[config.mk]
export PLATFORM = sky130hd
export DESIGN_NAME = sig_probe_analyzer
export DESIGN_NICKNAME = d
export VERILOG_FILES = /design/src/rtl/sig_probe_analyzer.sv
export SDC_FILE = /design/constraint.sdc
export NUM_CORES = 1
export LEC_CHECK = 0
export BUFFER_PORTS_ARGS = -buffer_cell sky130_fd_sc_hd__buf_2
export CORE_MARGIN = 2
export CORE_UTILIZATION = 40
export DETAILED_ROUTE_END_ITERATION = 7
export PLACE_DENSITY = 0.66
export SLEW_MARGIN = 20
export SYNTH_ARGS = -nofsm -noshare
export SYNTH_HDL_FRONTEND = slang
export SYNTH_SLANG_ARGS = --single-unit
[constraint.sdc]
create_clock -name clk -period 3.2 [get_ports clk]
set_input_delay 0.8 -clock clk [delete_from_list [all_inputs] [get_ports clk]]
set_output_delay 0.8 -clock clk [all_outputs]
set_load 0.03 [all_outputs]
[src/rtl/sig_probe_analyzer.sv]
module sig_probe_analyzer #(
  parameter int SIG_W = 16,
  parameter logic [SIG_W-1:0] POLY = 16'h1281,
  parameter int SYNC = 2
) (
  input  logic                 clk,
  input  logic                 rst_n,
  input  logic                 probe_start,
  input  logic                 probe_stop,
  input  logic                 probe_clk,
  input  logic                 probe_data,
  input  logic                 start_rise,
  input  logic                 stop_rise,
  input  logic                 clk_rise,
  input  logic [SIG_W-1:0]     expected,
  output logic [SIG_W-1:0]     signature,
  output logic [2*SIG_W-1:0]   sig_chars,
  output logic                 done,
  output logic                 match
);
  localparam int DIGITS = SIG_W / 4;

  logic [SYNC-1:0] st_s, sp_s, ck_s, dt_s;
  logic st_p, sp_p, ck_p;
  logic [SYNC:0] warm;
  logic open_q;

  always_ff @(posedge clk or negedge rst_n) begin
    if (!rst_n) begin
      st_s <= '0; sp_s <= '0; ck_s <= '0; dt_s <= '0;
      st_p <= 1'b0; sp_p <= 1'b0; ck_p <= 1'b0;
      warm <= '0;
    end else begin
      st_s <= {st_s[SYNC-2:0], probe_start};
      sp_s <= {sp_s[SYNC-2:0], probe_stop};
      ck_s <= {ck_s[SYNC-2:0], probe_clk};
      dt_s <= {dt_s[SYNC-2:0], probe_data};
      st_p <= st_s[SYNC-1];
      sp_p <= sp_s[SYNC-1];
      ck_p <= ck_s[SYNC-1];
      warm <= {warm[SYNC-1:0], 1'b1};
    end
  end

  function automatic logic edge_of(logic now, logic prev, logic rise);
    return rise ? (now & ~prev) : (~now & prev);
  endfunction

  wire start_ev = warm[SYNC] & edge_of(st_s[SYNC-1], st_p, start_rise);
  wire stop_ev  = warm[SYNC] & edge_of(sp_s[SYNC-1], sp_p, stop_rise);
  wire clk_ev   = warm[SYNC] & edge_of(ck_s[SYNC-1], ck_p, clk_rise);

  wire fb = signature[SIG_W-1] ^ dt_s[SYNC-1];
  wire [SIG_W-1:0] sig_nx = {signature[SIG_W-2:0], 1'b0} ^ (fb ? POLY : '0);

  always_ff @(posedge clk or negedge rst_n) begin
    if (!rst_n) begin
      signature <= '0;
      open_q    <= 1'b0;
      done      <= 1'b0;
    end else if (start_ev && !open_q) begin
      signature <= '0;
      open_q    <= 1'b1;
      done      <= 1'b0;
    end else if (open_q) begin
      if (clk_ev) signature <= sig_nx;
      if (stop_ev) begin
        open_q <= 1'b0;
        done   <= 1'b1;
      end
    end
  end

  assign match = done && (signature == expected);

  function automatic logic [7:0] glyph(logic [3:0] n);
    case (n)
      4'd10:   return 8'h41;
      4'd11:   return 8'h43;
      4'd12:   return 8'h46;
      4'd13:   return 8'h48;
      4'd14:   return 8'h50;
      4'd15:   return 8'h55;
      default: return 8'h30 + {4'd0, n};
    endcase
  endfunction

  for (genvar g = 0; g < DIGITS; g++) begin : g_digit
    assign sig_chars[8*g +: 8] = glyph(signature[4*g +: 4]);
  end

  assert_start_clears_R2: assert property (@(posedge clk) disable iff (!rst_n)
    (start_ev && !open_q) |=> (signature == '0 && !done));
  assert_hold_outside_sample_R4: assert property (@(posedge clk) disable iff (!rst_n)
    (!clk_ev && !(start_ev && !open_q)) |=> $stable(signature));
  assert_stop_sets_done_R7: assert property (@(posedge clk) disable iff (!rst_n)
    (open_q && stop_ev && !start_ev) |=> done);
  assert_frozen_R7: assert property (@(posedge clk) disable iff (!rst_n)
    (done && !start_ev) |=> ($stable(signature) && done));
  assert_match_needs_done_R9: assert property (@(posedge clk) disable iff (!rst_n)
    match |-> done);
  assert_open_excl_done_R8: assert property (@(posedge clk) disable iff (!rst_n)
    !(open_q && done));
endmodule

==> flow_metrics.tcl <==
set metrics [dict create \
    status "completed" \
    cts_resized 0 \
    crit_slowest_cell "nor4_1" \
    peakVddDrop_uv 272 \
    finalCriticalPeriod_ns 2.70 \
    port_buffers 70 \
    wirelength_um 3660 \
    die_w_um 70.2 \
    start_util 0.408 \
    num_io_pins 75 \
    syn_to_final_growth_pct 23.7 \
    nFillCells 430 \
    seq_area_um2 801 \
    dpl.hpwl_um 2630 \
    globalRouteTotalUtil 0.161 \
    syn_avg_cell_area_um2 9.67 \
    hold_viol 0 \
    wl_per_cell_um 12.6 \
    synth_cells 181 \
    postCtsSetupBuffers 0 \
    p_clk_frac 0.244 \
    p_comb_frac 0.334 \
    report.final.slew_viol_count 0 \
    critical_path.endpoint_type "primary output" \
    grt.overflow.total 0 \
    routabilityCongestion 0.794 \
    finalSetupViolations 0 \
    core_area_um2 4290 \
    numClockSinks 32 \
    power.internal_mw 0.813 \
    layoutNonFillerInstCount 291 \
    p_seq_frac 0.422 \
    crit_arrival_ns 1.90 \
    cp_max_fo 1 \
    synth_area_leaders "dfrtp_1 (46%), a22o_1 (8.0%), xor2_1 (7.5%), xnor2_1 (6.5%), a21oi_1 (4.0%)" \
    drtAntennaViolNets 0 \
    relSlewSlack 0.540 \
    synth_area_um2 1750 \
    fmax_mhz 370 \
    ys.flop_type "dfrtp_1" \
    ys_seq_area_frac 0.457 \
    die_h_um 70.2 \
    maxCapViolations 0 \
    power.density_nw_per_um2 621 \
    yosysWarnings 0 \
    crit_type "in -> out" \
    p_total_mw 1.34 \
    switching_share 0.395 \
    cp_slowest_stage_delay_ns 0.28 \
    antennaDiodeCount 0 \
    yosysTopAreaCell "dfrtp_1" \
    post-place-cells 284 \
    path_cells "buf_2 > xor2_1 > nor4_1 > nand4_1 > nor4_1 > buf_2" \
    grt_pass1_vias 1272 \
    grt_max_degree 33 \
    antenna_found_initial 0 \
    cts_tree "done" \
    p_sw_mw 0.531 \
    cts.path.max_buffers 2 \
    finalSetupTns_ns 0 \
    tightestPinTransition_ns 0.689 \
    cp_top_family "simple AND/OR/NAND/NOR gates" \
    drive_gt1_frac 0.343 \
    first_pass_iters 4 \
    num_vias 1425 \
    min_period_over_period 0.845 \
    synthArstFlopShare 1.00 \
    synth_top_area_frac 0.457 \
    clkLatencyLatePin_ns 0.27 \
    nets 264 \
    ys_seq_elements 32 \
    drt-initial-drc-count 44 \
    synth-edff-count 0 \
    cts_inserted_buffers 5 \
    grt_pass1_wl_um 6130 \
    rsz0062_at_grt "no" \
    synth_cell_type_count 30 \
    dieArea_um2 4920 \
    avgViaCountPerCell 4.90 \
    htreeDepth 2 \
    multi_input_area_um2 807 \
    drc 0 \
    hp-class "reg -> reg" \
    cellLeakagePower_nw 1.12 \
    r2r_setup_slack_ns 1.38 \
    fin_skew_ns 0.00272 \
    cts.clk_slew.worst_paths_ns 0.06 \
    cp-start-kind "input pin" \
    crit_buf_inv 2 \
    cts_root_buf "clkbuf_8" \
    std_cell_rows 24 \
    required_ns 2.40 \
    hold_buffers 0 \
]
-- registers in the layout, summed over array words and instances (netlist names) --
signal / flops
signature: 16
ck_s: 2
sp_s: 2
done: 1
open_q: 1
st_s: 2
dt_s: 2
sp_p: 1
warm: 3
st_p: 1
ck_p: 1
-- worst reg2reg max path, cell delays in order (launching register included) --
cell and delay (ns):
dfrtp_1 0.39, or3b_4 0.41, a21oi_4 0.44, a31oi_4 0.18
a22o_1 0.29
-- cells in the final DEF, fill, tap and decap left out, types with 2 or more instances in the layout --
master | synthesis | layout
o31ai_1 | 2 | 2
xor2_1 | 15 | 15
conb_1 | 2 | 5
a22o_1 | 16 | 16
a31o_2 | 2 | 2
a21oi_1 | 14 | 14
o21ai_0 | 6 | 6
nand2b_1 | 4 | 4
clkbuf_8 | 0 | 7
inv_1 | 12 | 12
nand2_1 | 16 | 16
dfrtp_1 | 32 | 32
o21a_1 | 2 | 2
nor4_1 | 2 | 2
nor2_1 | 5 | 5
nand4_1 | 3 | 3
xnor2_1 | 13 | 13
nand3b_1 | 2 | 2
buf_2 | 0 | 70
nor3b_1 | 2 | 2
-- metal layers --
metal  share of wire  vias up  global-route usage
li1                -      711                   -
met5               0        -                   0
met4           0.027        0              0.0748
met1            0.45      656               0.210
met2            0.47       50               0.251
met3           0.055        8              0.0418
-- power groups by stage --
stage / sequential [mW] / combinational [mW] / clock [mW]
2_1_floorplan: 0.570 / 0.339 / 0
3_3_place_gp: 0.575 / 0.449 / 0
3_5_place_dp: 0.575 / 0.452 / 0
4_1_cts: 0.568 / 0.454 / 0.338
5_1_grt: 0.585 / 0.491 / 0.360
6_report: 0.567 / 0.449 / 0.328
-- cell families (layout without fill, tap and decap cells) --
| family | count (synthesis) | after routing | synth area share |
|---|---|---|---|
| AOI/OAI and AO/OA | 47 | 47 | 0.198 |
| xor gates and xnor gates | 28 | 28 | 0.140 |
| buffers and inverters | 34 | 89 | 0.0879 |
| DFF | 32 | 32 | 0.457 |
| other | 2 | 5 | 0.00429 |
| and+or+nand+nor | 38 | 38 | 0.112 |
-- stage by stage --
stage	cell area [um2]	setup slack (ns)	hold WS (ns)	util
6_report	2160	0.495	0.349	0.504
5_1_grt	2160	0.218	0.365	0.504
4_1_cts	2160	0.475	0.351	0.504
3_5_place_dp	2070	0.481	0.336	0.482
3_3_place_gp	2070	0.499	0.331	0.482
2_1_floorplan	1760	0.132	0.331	-
-- worst paths after layout --
kind                                  to  cells after the start         start
setup / recovery                   match                      6  expected[13]
hold / removal                   warm[1]                      0       warm[0]
setup reg to reg           signature[12]                      4       ck_s[1]
hold reg to reg                  warm[1]                      0       warm[0]
max in group asynchronous  signature[13]                      1         rst_n
min in group asynchronous           sp_p                      1         rst_n
-- layout make-up --
cell class / count / share of cell area
clock buffers: 7 / 0.0445
inverters: 12 / 0.0208
multi-input cells: 118 / 0.373
flip-flops and latches: 32 / 0.370
well taps: 52 / 0.0301
repair buffers: 70 / 0.162
-- cells in the mapped netlist (2+ instances only) --
master and instances:
conb_1 2, buf_4 5, clkbuf_1 16, nand4_1 3
xor2_1 15, a31o_2 2, nor3b_1 2, inv_1 12
dfrtp_1 32, xnor2_1 13, nand3b_1 2, o31ai_1 2
nor4_1 2, a22o_1 16, a21oi_1 14, nand2_1 16
nand2b_1 4, o21a_1 2, o21ai_0 6, nor2_1 5
Power figures use the tool's default switching activity.
